[src/rtl/ll_dma_pkg.sv]
`timescale 1ns/1ps
package ll_dma_pkg;
  typedef enum logic [2:0] {
    ST_IDLE,
    ST_CHECK,
    ST_HOLD,
    ST_HDR_RD,
    ST_HDR_WT,
    ST_PAY_RD,
    ST_PAY_WT,
    ST_PAY_OUT
  } walk_state_e;
endpackage

[src/rtl/ll_hdr_split.sv]
`timescale 1ns/1ps
module ll_hdr_split #(
  parameter int DATA_W = 32,
  parameter int ADDR_W = 24,
  parameter int CNT_W  = 8
) (
  input  logic [DATA_W-1:0] hdr_i,
  output logic [CNT_W-1:0]  cnt_o,
  output logic [ADDR_W-1:0] next_o
);
  assign cnt_o  = hdr_i[DATA_W-1 -: CNT_W];
  assign next_o = hdr_i[ADDR_W-1:0];
endmodule

[src/rtl/ll_tick_budget.sv]
`timescale 1ns/1ps
module ll_tick_budget #(
  parameter int TICK_W = 16,
  parameter int CNT_W  = 8
) (
  input  logic              clk_i,
  input  logic              rst_ni,
  input  logic              clr_i,
  input  logic              inc_i,
  input  logic [TICK_W-1:0] limit_i,
  output logic              spent_o
);
  // headroom for one full packet past the limit
  localparam int USED_W = ((TICK_W > CNT_W) ? TICK_W : CNT_W) + 1;

  logic [USED_W-1:0] used_q;

  always_ff @(posedge clk_i or negedge rst_ni) begin
    if (!rst_ni)     used_q <= '0;
    else if (clr_i)  used_q <= '0;
    else if (inc_i)  used_q <= used_q + USED_W'(1);
  end

  assign spent_o = used_q >= USED_W'(limit_i);

  // a cleared budget starts from zero
  a_r7_budget_clear: assert property (@(posedge clk_i) disable iff (!rst_ni)
    clr_i |=> (used_q == '0));
endmodule

[src/rtl/ll_holdoff.sv]
`timescale 1ns/1ps
module ll_holdoff #(
  parameter int TICK_W = 16
) (
  input  logic              clk_i,
  input  logic              rst_ni,
  input  logic              load_i,
  input  logic [TICK_W-1:0] len_i,
  input  logic              run_i,
  output logic              expire_o
);
  logic [TICK_W-1:0] cnt_q;

  always_ff @(posedge clk_i or negedge rst_ni) begin
    if (!rst_ni)                  cnt_q <= '0;
    else if (load_i)              cnt_q <= len_i;
    else if (run_i && !expire_o)  cnt_q <= cnt_q - TICK_W'(1);
  end

  // a zero length still costs one cycle
  assign expire_o = cnt_q <= TICK_W'(1);

  // hold length captured on entry
  a_r8_hold_load: assert property (@(posedge clk_i) disable iff (!rst_ni)
    load_i |=> (cnt_q == $past(len_i)));
endmodule

[src/rtl/ll_chain_dma.sv]
`timescale 1ns/1ps
module ll_chain_dma
  import ll_dma_pkg::*;
#(
  parameter int ADDR_W = 24,
  parameter int DATA_W = 32,
  parameter int CNT_W  = 8,
  parameter int TICK_W = 16
) (
  input  logic              clk_i,
  input  logic              rst_ni,
  input  logic              go_i,
  input  logic [ADDR_W-1:0] base_addr_i,
  input  logic [TICK_W-1:0] slice_max_i,
  input  logic [TICK_W-1:0] hold_ticks_i,
  input  logic              dev_req_i,
  output logic              mem_req_o,
  output logic [ADDR_W-1:0] mem_addr_o,
  input  logic [DATA_W-1:0] mem_rdata_i,
  output logic              dev_valid_o,
  output logic [DATA_W-1:0] dev_data_o,
  input  logic              dev_ready_i,
  output logic              busy_o,
  output logic              halted_o,
  output logic              done_o,
  output logic [ADDR_W-1:0] ptr_o
);
  localparam logic [ADDR_W-1:0] WORD_STEP = ADDR_W'(DATA_W / 8);

  walk_state_e       state_q;
  logic [ADDR_W-1:0] ptr_q, next_q, waddr_q;
  logic [CNT_W-1:0]  left_q;
  logic [DATA_W-1:0] data_q;
  logic              done_q;

  logic [CNT_W-1:0]  hdr_cnt;
  logic [ADDR_W-1:0] hdr_next;
  logic              spent, hold_expire;
  logic              end_hit, start_walk, enter_hold, tick_inc;

  assign end_hit    = ptr_q[ADDR_W-1];
  assign start_walk = (state_q == ST_IDLE) && go_i;
  assign enter_hold = (state_q == ST_CHECK) && !end_hit && dev_req_i && spent;
  assign tick_inc   = (state_q == ST_HDR_WT) ||
                      ((state_q == ST_PAY_OUT) && dev_ready_i);

  ll_hdr_split #(.DATA_W(DATA_W), .ADDR_W(ADDR_W), .CNT_W(CNT_W)) u_split (
    .hdr_i  (mem_rdata_i),
    .cnt_o  (hdr_cnt),
    .next_o (hdr_next)
  );

  ll_tick_budget #(.TICK_W(TICK_W), .CNT_W(CNT_W)) u_budget (
    .clk_i   (clk_i),
    .rst_ni  (rst_ni),
    .clr_i   (start_walk || enter_hold),
    .inc_i   (tick_inc),
    .limit_i (slice_max_i),
    .spent_o (spent)
  );

  ll_holdoff #(.TICK_W(TICK_W)) u_hold (
    .clk_i    (clk_i),
    .rst_ni   (rst_ni),
    .load_i   (enter_hold),
    .len_i    (hold_ticks_i),
    .run_i    (state_q == ST_HOLD),
    .expire_o (hold_expire)
  );

  always_ff @(posedge clk_i or negedge rst_ni) begin
    if (!rst_ni) begin
      state_q <= ST_IDLE;
      ptr_q   <= '0;
      next_q  <= '0;
      waddr_q <= '0;
      left_q  <= '0;
      data_q  <= '0;
      done_q  <= 1'b0;
    end else begin
      done_q <= 1'b0;
      unique case (state_q)
        ST_IDLE: if (go_i) begin
          ptr_q   <= base_addr_i;
          state_q <= ST_CHECK;
        end
        ST_CHECK: begin
          // end marker wins over request and budget
          if (end_hit) begin
            done_q  <= 1'b1;
            state_q <= ST_IDLE;
          end else if (dev_req_i) begin
            state_q <= spent ? ST_HOLD : ST_HDR_RD;
          end
        end
        ST_HOLD:   if (hold_expire) state_q <= ST_CHECK;
        ST_HDR_RD: state_q <= ST_HDR_WT;
        ST_HDR_WT: begin
          next_q  <= hdr_next;
          left_q  <= hdr_cnt;
          waddr_q <= ptr_q + WORD_STEP;
          if (hdr_cnt == '0) begin
            ptr_q   <= hdr_next;
            state_q <= ST_CHECK;
          end else begin
            state_q <= ST_PAY_RD;
          end
        end
        ST_PAY_RD: state_q <= ST_PAY_WT;
        ST_PAY_WT: begin
          data_q  <= mem_rdata_i;
          state_q <= ST_PAY_OUT;
        end
        ST_PAY_OUT: if (dev_ready_i) begin
          waddr_q <= waddr_q + WORD_STEP;
          left_q  <= left_q - CNT_W'(1);
          if (left_q == CNT_W'(1)) begin
            ptr_q   <= next_q;
            state_q <= ST_CHECK;
          end else begin
            state_q <= ST_PAY_RD;
          end
        end
        default: state_q <= ST_IDLE;
      endcase
    end
  end

  assign mem_req_o   = (state_q == ST_HDR_RD) || (state_q == ST_PAY_RD);
  assign mem_addr_o  = (state_q == ST_PAY_RD) ? waddr_q : ptr_q;
  assign dev_valid_o = (state_q == ST_PAY_OUT);
  assign dev_data_o  = data_q;
  assign busy_o      = (state_q != ST_IDLE);
  assign halted_o    = (state_q == ST_HOLD);
  assign done_o      = done_q;
  assign ptr_o       = ptr_q;

  // offered word held until accepted
  a_r4_valid_hold: assert property (@(posedge clk_i) disable iff (!rst_ni)
    (dev_valid_o && !dev_ready_i) |=> (dev_valid_o && $stable(dev_data_o)));
  // one activity at a time on the two interfaces
  a_r3_port_excl: assert property (@(posedge clk_i) disable iff (!rst_ni)
    !(mem_req_o && dev_valid_o));
  // bus quiet while halted
  a_r8_quiet_halt: assert property (@(posedge clk_i) disable iff (!rst_ni)
    halted_o |-> (!mem_req_o && !dev_valid_o));
  // completion pulse only when idle
  a_r6_done_idle: assert property (@(posedge clk_i) disable iff (!rst_ni)
    done_o |-> (!busy_o && $past(busy_o)));
  // header read only after a request at the boundary
  a_r9_hdr_needs_req: assert property (@(posedge clk_i) disable iff (!rst_ni)
    (state_q == ST_HDR_RD) |-> $past(dev_req_i));
endmodule

[config.mk]
export PLATFORM = sky130hd
export DESIGN_NAME = ll_chain_dma
export DESIGN_NICKNAME = d
export VERILOG_FILES = /design/src/rtl/ll_dma_pkg.sv /design/src/rtl/ll_hdr_split.sv /design/src/rtl/ll_tick_budget.sv /design/src/rtl/ll_holdoff.sv /design/src/rtl/ll_chain_dma.sv
export SDC_FILE = /design/constraint.sdc
export NUM_CORES = 1
export LEC_CHECK = 0
export BUFFER_PORTS_ARGS = -buffer_cell sky130_fd_sc_hd__clkbuf_2
export CAP_MARGIN = 20
export CORE_MARGIN = 5
export CORE_UTILIZATION = 46
export DETAILED_ROUTE_END_ITERATION = 8
export PLACE_DENSITY = 0.82
export SYNTH_ARGS = -nofsm -noshare
export SYNTH_HDL_FRONTEND = slang
export SYNTH_SLANG_ARGS = --single-unit
[constraint.sdc]
create_clock -name clk_i -period 3.05 [get_ports clk_i]
set_clock_uncertainty 0.15 [all_clocks]
set_input_delay 0.4575 -clock clk_i [delete_from_list [all_inputs] [get_ports clk_i]]
set_output_delay 0.4575 -clock clk_i [all_outputs]
set_load 0.05 [all_outputs]
Word level (Yosys, flattened, before mapping). Cells that the tools add are included.

Reduce and logical (&&, ||, !) cells: 21. Divide/modulo/power cells: 0. Shifts and indexed selects: 0. Magnitude comparators: 2. $add $sub $neg: 5. $mul: 0. Equal/unequal tests: 14. Mux-type cells: 25. Bitwise gates (word level): 0.

Operators by type and width (count): 2-to-1 mux 24 bit (6); case mux 24 bit (3 select lines) (1); adder 24 x 3 -> 24 bit, second input constant (2); case mux 24 bit (2 select lines) (1); 2-to-1 mux 17 bit (2); 2-to-1 mux 16 bit (2); case mux 3 bit (8 select lines) (1); 2-to-1 mux 3 bit (7); adder 17 x 1 -> 17 bit, second input constant (1); greater-or-equal comparator 17 x 16 -> 1 bit (1); less-or-equal comparator 16 x 1 -> 1 bit, second input constant (1); case mux 8 bit (2 select lines) (1); subtractor 16 x 1 -> 16 bit, second input constant (1); == test 3 bit, second input constant (4); == test 8 x 1 -> 1 bit, second input constant (1); logical NOT 8 bit (1); 2-to-1 mux 8 bit (1); subtractor 8 x 1 -> 8 bit, second input constant (1); == test 3 x 2 -> 1 bit, second input constant (2); logical AND 1 bit (6); != test 2 x 1 -> 1 bit, second input constant (3); nonzero test 2 bit (3); nonzero test 3 bit (2); AND reduction 5 bit (1); 9 further kinds (15).

Bits in read-only memories: 0. Bits in writable memories: 0. Bits of input ports: 93. Word-level logic and storage cells: 76. Register bits: 149. Bits in latches: 0. Memories: 0.

Logic depth before layout (Yosys ltp). Gate-level depths: netlist of the first run.

Depth in word-level cells: 6. Depth in mapped cells: 11. Mapped depth without buffers: 9.

Modules after synthesis. A second synthesis of the first run with hierarchy kept.

Cells, all modules: 1085. Area total of the unflattened synthesis: 9674.3 sq um.

By module, submodules not included: ll_chain_dma (area an instance 7116.8 sq um, seq. area each 2902.8 sq um, cells an instance 783, times used 1); ll_tick_budget (area an instance 1255.0 sq um, seq. area each 425.4 sq um, cells an instance 143, times used 1); ll_holdoff (area an instance 1062.3 sq um, seq. area each 400.4 sq um, cells an instance 127, times used 1); ll_hdr_split (area an instance 240.2 sq um, seq. area each 0.0 sq um, cells an instance 32, times used 1).

Least setup slack after synthesis of the first run. Ideal clock, no wire load.

Kind: register to register. Start: reg state_q[1]. End: reg waddr_q[18]. Library setup time: 86 ps. Path buffers: 2. Arrival: 2978 ps. Setup slack: -164 ps. Stages on the path, launching flop included: 12. Path through: dfrtp_1 nand3_2 inv_2 buf_1 clkbuf_1 nand2_1 nand2_1 ha_1 o221ai_1 nor2_1 mux2_2 nor3_1.

Cells in the longest elaborated chain, start to end: 3.

RTL lines: start: declaration (line ll_chain_dma.sv:30) `walk_state_e state_q;`; start signal: assignment (line ll_chain_dma.sv:93) `state_q <= spent ? ST_HOLD : ST_HDR_RD;`; == test 3 bit *; net dev_valid_o (line ll_chain_dma.sv:20) `output logic dev_valid_o,`; != test 2 x 1 -> 1 bit (no line) / nonzero test 2 bit (equally long branches); AND reduction 2 bit (no line); end signal: assignment (line ll_chain_dma.sv:101) `waddr_q <= ptr_q + WORD_STEP;`; end signal: assignment (line ll_chain_dma.sv:115) `waddr_q <= waddr_q + WORD_STEP;`; end: declaration (line ll_chain_dma.sv:31) `logic [ADDR_W-1:0] ptr_q, next_q, waddr_q;`.

The timed path passes the listed nets; every way through them passes the cells marked *. A chain may end at the register's enable or synchronous reset.

Worst setup path in the final report of the first run.
Start: reg state_q[2]. End: out mem_addr_o[8].

Cells in the longest elaborated chain, start to end: 2.

RTL lines: == test 3 bit (line ll_chain_dma.sv:130) `assign mem_addr_o = (state_q == ST_PAY_RD) ? waddr_q : ptr_q;`; 2-to-1 mux 24 bit (line ll_chain_dma.sv:130); end: declaration (line ll_chain_dma.sv:18) `output logic [ADDR_W-1:0] mem_addr_o,`.

Every way passes these cells.

==> results.md, run 1 <==
- Highest-delay cell along the critical path: sky130_fd_sc_hd__o21ai_0
- TritonRoute pass-1 iters: 6
- Number of flops mapped to enable cells by yosys: 0
- Net switching power: between 1 and 1.5 mW
- Worst vdd ir: between 0.3 and 0.4 mV
- Remaining Overflow, GRT: 0
- Critical path endpoint category: output port
- Result of the run: finished, final reports clean
- Initial standard-cell utilization of the core: 46.50%
- Cell type group with the largest total delay on the critical path: buffers and inverters
- Wire length of the first global-routing pass: between 40000 and 50000 um
- Leakage power summed over all cells: just under 5 nW
- Combined area of the multi-input logic cells: 4916 sq um
- Power Dens Cells: just over 400 nW/um^2
- Worst-Margin Slew: about 0.78 ns
- PortBufs: roughly 180
- Dominant register cell in the synthesized netlist: sky130_fd_sc_hd__dfrtp_1
- MaxCap Viol Count: 0
- GRT Util Overall: 23.19%
- Setup Viol. Count Final: 0
- Clock-pin transition on the worst setup and hold timing paths: about 0.060 ns
- Fill cells: ~1700
- Proportion of power drawn by the clock network: approximately 48%
- Switching share of power: a little under a quarter
- Total die area: ~23000 sq um
- Number of buffers added by the clock tree synthesis step: 17
- Number of nets at the end of the flow: 1282
- Antenna viol nets, final: 0
- Cell occurring most often along the worst timing path: sky130_fd_sc_hd__buf_4
- I/O pin total: 178
- Count of different cell masters after synthesis: 75
- Die height: roughly 150 um
- CTS tree: yes
- Total via count after detailed routing: between 8000 and 9000
- Area taken by flip-flops and latches: 3731 sq um
- Maximum clock rate: 0.3354 GHz
- Maximum single-stage delay on the critical path: around 0.46 ns
- Crit path DAT: between 2 and 2.5 ns
- Detailed-placement wirelength estimate: roughly 18000 um
- H-Tree Level Count: 4
- Netlist area before placement: ~9000 sq um
- Type of the worst setup path: flip-flop to output port
- Row cnt: about 50
- Power Internal: 3.463 mW
- Number of slew-limit violations in the final report: 0
- Via count of the first global-routing pass: ~8300
- Number of failing hold endpoints at the final stage: 0
- RSZ-0062 raised after global routing: no
- Share of the yosys chip area belonging to registers: between 40% and 50%
- CP startpoint kind: flip-flop
- Clock latency of the later-clocked register in the worst-skew pair: ~0.42 ns
- Worst min-delay path category: input port to flip-flop
- Synthesized area per cell: 8.984 sq um
- Die boundary width: 150.0 um
- Number of flip-flops and latches in the synthesized netlist: 149
- Logic pwr share: slightly above 7%
- Cell type with the highest aggregate area in the netlist: sky130_fd_sc_hd__dfrtp_1
- Cell total after placement: ~1400
- Required time of the critical path: 2.44 ns
- Setup slack on the worst flop-to-flop path: 0.25 ns
- Fin cells: 1443
- Ant. Diodes: 0
- Cell-by-cell listing of the critical path: buf_4 -> inv_1 -> or3_1 -> buf_4 -> o21ai_0 -> buf_12
- Wire length after detailed routing: roughly 26000 um
- Core box area: slightly below 20000 sq um
- Number of instances in the synthesized netlist: around 1000
- Portion of the clock cycle consumed by the worst path in the final layout: between 90% and 100%
- Ratio of routed vias to standard cells: around 5.8
- Share of flip-flops with an asynchronous set or reset: 100.0%
- Most common cell in the synthesized netlist: sky130_fd_sc_hd__dfrtp_1
- Sequential power share: approximately 45%
- Number of buffer and inverter instances along the worst setup path: 4
- Fraction of final layout cells sized beyond drive strength 1: between 20% and 30%
- Tightest slew margin relative to the limit: roughly half
- Setup TNS after final layout: 0 ns
- Sinks on Clock Net: 149
- Number of antenna violations at the first check in global routing: 0
- Min cycle time layout: roughly 3 ns
- Area growth from synthesis to final layout: 21.92%
- Synth Warn #: 0
- Post-detailed-route wirelength per cell: 17.99 um
- DRC violation total after the first TritonRoute iteration: 800
- Synthesized netlist net count: around 1100
- Top post-synthesis cells by count: 149 x sky130_fd_sc_hd__dfrtp_1, 130 x sky130_fd_sc_hd__nand2_1, 90 x sky130_fd_sc_hd__nor2_1
- Post-route DRC: 0
- Final weighted congestion of routability-driven global placement: 0.8657
- Max Fanout on Critical Path: 30
- Leading cell types by total area after synthesis: sky130_fd_sc_hd__dfrtp_1 41%, sky130_fd_sc_hd__mux2_2 9.6%, sky130_fd_sc_hd__nand2_1 5.4%
- Maximum number of buffers from clock root to sink: 2
- Maximum number of pins on one net before global-route repair: 62
- CTS root buffer: sky130_fd_sc_hd__clkbuf_16
- Share of the synthesized area in the top cell type: 41.34%
cell type report:
class / count / share of cell area, %
clock buffers: 23 / 4.346
clock inverters: 7 / 1.115
inverters: 34 / 1.161
multi-input cells: 758 / 44.70
flip-flops and latches: 149 / 33.93
well taps: 265 / 3.015
repair buffers: 207 / 11.73
power by group through the flow:
stage               sequential (mW)  combinational (mW)  clock (mW)
global placement               2.05               0.316           0
floorplan                      2.13              0.0761           0
CTS                            2.01               0.326        2.20
global route                   2.02               0.350        2.30
finish                         2.01               0.322        2.17
detailed placement             2.05               0.323           0
state kept, by name, indices dropped and copies added, names as in the netlist:
signal and cells:
dev_data_o 32, done_o 1, left_q 8, next_q 24, ptr_o 24, state_q 3, u_budget.used_q 17, u_hold.cnt_q 16
waddr_q 24
through the flow:
stage | total power, mW | hold WS (ns) | setup WS [ns] | cell area, sq um | util [%]
after floorplan | 2.202 | 0.01191 | 0.04202 | 9021 | -
after global placement | 2.364 | 0.2989 | 0.1835 | 10390 | 53.54
after detailed placement | 2.373 | 0.3032 | 0.1299 | 10390 | 53.54
after CTS | 4.545 | 0.1048 | 0.07008 | 11000 | 56.69
after global routing | 4.663 | 0.1143 | 0.01317 | 11000 | 56.69
final | 4.507 | 0.1196 | 0.06850 | 11000 | 56.69
path summary, 6_finish.rpt:
path | start | to | cells past startpoint
worst min register to register | next_q[19] | next_q[19] | 2
min in group asynchronous | rst_ni | u_hold.cnt_q[10] | 2
worst max-delay path | state_q[2] | mem_addr_o[8] | 6
worst min-delay path | mem_rdata_i[18] | next_q[18] | 3
max in group asynchronous | rst_ni | ptr_o[0] | 3
worst max register to register | state_q[1] | waddr_q[19] | 8
layout by cell type (no fill, tap or decap), drive strengths merged, types with 5 or more instances in the layout:
cell / count
nor4: 9
nand4: 17
a211oi: 13
xor2: 6
a21o: 6
buf: 38
o21ai: 51
dfrtp: 149
nor3: 33
nor2: 91
a21oi: 72
xnor2: 23
nand2: 130
nand3b: 18
inv: 34
nand2b: 19
o31a: 16
or3: 5
ha: 22
mux2i: 7
a2111oi: 8
o22ai: 37
and3: 6
o211ai: 5
clkbuf: 191
nand3: 26
mux2: 79
what timing repair did:
| item | in CTS | in global routing |
|---|---|---|
| hold endpoints to repair | 59 | 0 |
| hold buffers | 1 | 0 |
| resized for setup | 0 | 0 |
| setup buffers | 0 | 0 |
cell families (layout without fill, tap and decap cells):
kind of cell	Yosys count	after routing	synth area share, %
DFF	149	149	41.34
buffers and inverters	97	271	4.286
AOI/OAI and AO/OA	244	244	17.69
and+or+nand+nor	377	377	20.14
muxes	86	86	10.68
adders and majority gates	22	22	3.052
xor gates and xnor gates	29	29	2.816
layer usage:
metal	global-route usage, %	routed length [um]
met1	28.77	10630
met2	39.20	12720
met3	5.027	1834
met4	9.607	777
met5	0	0
worst reg2reg max path, delay by kind of cell, from the launching register on:
kind                   cells  cell delay (ns)
and+or+nand+nor            3             0.52
DFF                        1             0.43
buffers and inverters      2             0.60
AOI/OAI and AO/OA          2             0.73
muxes                      1             0.31
Power figures use the tool's default switching activity.
==> run 2: changes to the inputs <==
--- a/config.mk
+++ b/config.mk
@@ -5,12 +5,14 @@
 export SDC_FILE = /design/constraint.sdc
 export NUM_CORES = 1
 export LEC_CHECK = 0
+export ABC_AREA = 1
 export BUFFER_PORTS_ARGS = -buffer_cell sky130_fd_sc_hd__clkbuf_2
 export CAP_MARGIN = 20
 export CORE_MARGIN = 5
 export CORE_UTILIZATION = 46
 export DETAILED_ROUTE_END_ITERATION = 8
-export PLACE_DENSITY = 0.82
+export GPL_TIMING_DRIVEN = 0
+export PLACE_DENSITY = 0.83
 export SYNTH_ARGS = -nofsm -noshare
 export SYNTH_HDL_FRONTEND = slang
 export SYNTH_SLANG_ARGS = --single-unit
==> run 2 against run 1 <==
Synthesized cell count increased by 15%. Design area shrank 4.5%. Critical endpoint is now mem_addr_o[11]. Hold slack worse by 0.033 ns. Die area fell by 4.0%. Synthesized area is 4.3% lower. Routed wire length rose by 1.2%. Critical path depth rose by 1. Flip-flop and latch count is the same. Sequential share of layout area grew 1.6 points. Total power grew to 2.7 times the previous value. Clock power rose by 2%. Register-to-register slack gained 0.23 ns.
==> results.md, run 2 <==
- Result of the run: finished, final reports clean
- Sum of internal, switching and leakage power: 12.18 mW (+170%)
- I/O pin total: 178 (unchanged)
- Worst min-delay path category: input port to flip-flop
- Synthesized area per cell: 7.456 sq um (-17%)
- Antenna viol nets, final: 0 (unchanged)
- Fraction of final layout cells sized beyond drive strength 1: 20.75% (-7.7 points)
- Ratio of routed vias to standard cells: 5.382 (-7.9%)
- Dominant register cell in the synthesized netlist: sky130_fd_sc_hd__dfrtp_1
- Post-route DRC: 0 (unchanged)
- CTS tree: yes
- MaxCap Viol Count: 0 (unchanged)
- Synthesized netlist net count: 1273 (+14%)
- Number of flip-flops and latches in the synthesized netlist: 149 (unchanged)
- H-Tree Level Count: 4 (unchanged)
- Synth Warn #: 0 (unchanged)
- Leading cell types by total area after synthesis: sky130_fd_sc_hd__dfrtp_1 43%, sky130_fd_sc_hd__nand2_1 14%, sky130_fd_sc_hd__o21ai_0 6.3%
- Share of the synthesized area in the top cell type: 43.18% (+1.8 points)
- Final weighted congestion of routability-driven global placement: 0.9474 (+9.4%)
- Share of flip-flops with an asynchronous set or reset: 100.0% (unchanged)
- DRC violation total after the first TritonRoute iteration: 653 (-18%)
- Post-detailed-route wirelength per cell: 16.39 um (-8.9%)
- Number of flip-flops in the largest register: 32 (unchanged)
- Total via count after detailed routing: 8628 (+2.4%)
- Worst Hold Margin: 0.08647 ns (-0.03308 ns)
- Clock latency of the later-clocked register in the worst-skew pair: 0.44 ns (+0.02 ns)
- Total die area: 21610 sq um (-4.0%)
- Sinks on Clock Net: 149 (unchanged)
- Number of nets at the end of the flow: 1471 (+15%)
- Cell type with the highest aggregate area in the netlist: sky130_fd_sc_hd__dfrtp_1
- Number of slew-limit violations in the final report: 0 (unchanged)
- Number of failing hold endpoints at the final stage: 0 (unchanged)
- Via count of the first global-routing pass: 8452 (+1.2%)
- Crit path DAT: 2.28 ns (-0.09 ns)
- Max Fanout on Critical Path: 10 (-67%)
- Leakage power summed over all cells: 5.408 nW (+10%)
- Remaining Overflow, GRT: 0 (unchanged)
- Clock-pin transition on the worst setup and hold timing paths: 0.07 ns (about the same)
- Initial standard-cell utilization of the core: 46.47% (about the same)
- Wire length of the first global-routing pass: 42780 um (+2.4%)
- Fill cells: 1642 (-4.8%)
- Setup Viol. Count Final: 0 (unchanged)
- Number of antenna violations at the first check in global routing: 0 (unchanged)
- Min cycle time layout: 2.883 ns (-0.09826 ns)
- Row cnt: 50 (-2.0%)
- Area growth from synthesis to final layout: 21.66%
- Maximum number of pins on one net before global-route repair: 110 (+77%)
- Maximum clock rate: 0.3468 GHz (+3.4%)
- Fin cells: 1603 (+11%)
- Ant. Diodes: 0 (unchanged)
- Area taken by flip-flops and latches: 3730 sq um (about the same)
- Netlist area before placement: 8635 sq um (-4.3%)
- PortBufs: 177 (unchanged)
- Tightest slew margin relative to the limit: 34.57% (-14 points)
- Critical path endpoint category: output port
- Worst-Margin Slew: 0.9815 ns (+0.2027 ns)
- Number of instances in the synthesized netlist: 1158 (+15%)
- Number of flops mapped to enable cells by yosys: 0 (unchanged)
- Portion of the clock cycle consumed by the worst path in the final layout: 94.53% (-3.2 points)
- Top post-synthesis cells by count: 322 x sky130_fd_sc_hd__nand2_1, 149 x sky130_fd_sc_hd__dfrtp_1, 136 x sky130_fd_sc_hd__inv_1
- Die boundary width: 147.0 um (-2.0%)
- Die height: 147.0 um (-2.0%)
- Cell total after placement: 1570 (+11%)
- Wire length after detailed routing: 26270 um (+1.2%)
- Commonest non-fill, non-tap cell in the layout: sky130_fd_sc_hd__nand2_1
- Share of the yosys chip area belonging to registers: 43.18% (+1.8 points)
- Maximum number of buffers from clock root to sink: 2 (unchanged)
- RSZ-0062 raised after global routing: no
- Most common cell in the synthesized netlist: sky130_fd_sc_hd__nand2_1
- Type of the worst setup path: flip-flop to output port
- GRT Util Overall: 24.57% (+1.4 points)
- Count of different cell masters after synthesis: 35 (-53%)
- Most frequent cells in the layout: 322 x sky130_fd_sc_hd__nand2_1, 180 x sky130_fd_sc_hd__clkbuf_2, 148 x sky130_fd_sc_hd__dfrtp_1
- Number of buffers added by the clock tree synthesis step: 17 (unchanged)
- Combined area of the multi-input logic cells: 4164 sq um (-15%)
- Worst vdd ir: 0.8111 mV (+110%)
- Required time of the critical path: 2.44 ns (about the same)
- Detailed-placement wirelength estimate: 19770 um (+7.5%)
- Core box area: 18580 sq um (-4.2%)
- TritonRoute pass-1 iters: 5 (-1)
- Power Dens Cells: 1160 nW/um^2 (+180%)
- CP startpoint kind: flip-flop
- CTS root buffer: sky130_fd_sc_hd__clkbuf_16
## run 2: cell count changes after synthesis, sizes merged, moves of 19 or more
cell / previous run / this run
a21oi: 72 / 31
inv: 34 / 137
mux2: 79 / 26
nand2: 130 / 326
nand2b: 19 / 0
nand3: 26 / 92
nor3: 33 / 11
o211ai: 5 / 25
o21ai: 51 / 127
o22ai: 37 / 4
## run 2: worst max-delay path: stages, from the launching register on
cell                       delay [ns]
sky130_fd_sc_hd__dfrtp_2         0.48
sky130_fd_sc_hd__inv_1           0.09
sky130_fd_sc_hd__nand2_1         0.07
sky130_fd_sc_hd__inv_1           0.07
sky130_fd_sc_hd__nand2_1         0.12
sky130_fd_sc_hd__clkbuf_2        0.25
sky130_fd_sc_hd__o21ai_0         0.39
sky130_fd_sc_hd__clkbuf_2        0.36
## run 2: layout make-up
class                           instances  area share [%]
Inverter                              140           5.002
Clock inverter                         15           2.025
Timing Repair Buffer                  179           8.873
Buffer                                 48           2.120
Multi-Input combinational cell        821           39.64
Clock buffer                           17           4.050
Sequential cell                       149           35.50
Tap cell                              234           2.787
## run 2: report_power, final
group / switching [mW] / leakage (nW) / internal [mW]
Sequential: 0.593 / 1.85 / 2.83
Clock: 1.02 / 0.307 / 1.19
Combinational: 4.89 / 3.25 / 1.66
Total: 6.50 / 5.41 / 5.68
## run 2: worst paths after layout
path                                     start                  end  slack [ns]  depth (start not counted)
setup / recovery                    state_q[1]       mem_addr_o[11]        0.17                          7
hold reg to reg                     waddr_q[0]           waddr_q[0]        0.34                          2
setup reg to reg           u_budget.used_q[15]  u_budget.used_q[15]        0.48                         11
max in group asynchronous               rst_ni           next_q[21]        1.54                          3
min in group asynchronous               rst_ni   u_budget.used_q[5]        0.35                          2
hold / removal                 hold_ticks_i[5]      u_hold.cnt_q[5]        0.09                          3
## run 2: cells by family (layout without fill, tap and decap cells)
kind of cell	count (synthesis)	in the layout	share of synthesized area (%)
AND/OR/NAND/NOR	553	553	26.69
AO/OA/AOI/OAI	197	197	12.62
buffers and inverters	188	399	8.593
flip-flops	149	149	43.18
multiplexers	26	26	3.391
XOR/XNOR	23	23	2.333
adder cells (fa/ha/maj)	22	22	3.188
## run 2: what timing repair did
item / 4_1_cts / 5_1_grt
resized for setup: 1 / 8
setup endpoints to repair: 4 / 18
hold endpoints to repair: 40 / 0
gates cloned: 0 / 0
buffers inserted: 0 / 0
hold buffers: 1 / 0
## run 2: stage by stage
step,setup WS (ns),utilization [%],cell area (sq um),setup TNS (ns)
final,0.1668,56.54,10510,0
after global routing,0.07733,56.54,10510,0
after CTS,0.02255,56.51,10500,0
after detailed placement,0.3768,53.01,9849,0
after global placement,-1.296,52.81,9813,-190.49
after floorplan,0.2842,-,8635,0
## run 2: routing by layer
| metal | wire length [um] | GRT usage, % | vias to the layer above |
|---|---|---|---|
| li1 | - | - | 4147 |
| met1 | 10480 | 30.54 | 3973 |
| met2 | 12150 | 40.01 | 426 |
| met3 | 2526 | 7.249 | 82 |
| met4 | 1118 | 10.58 | 0 |
| met5 | 0 | 0 | - |
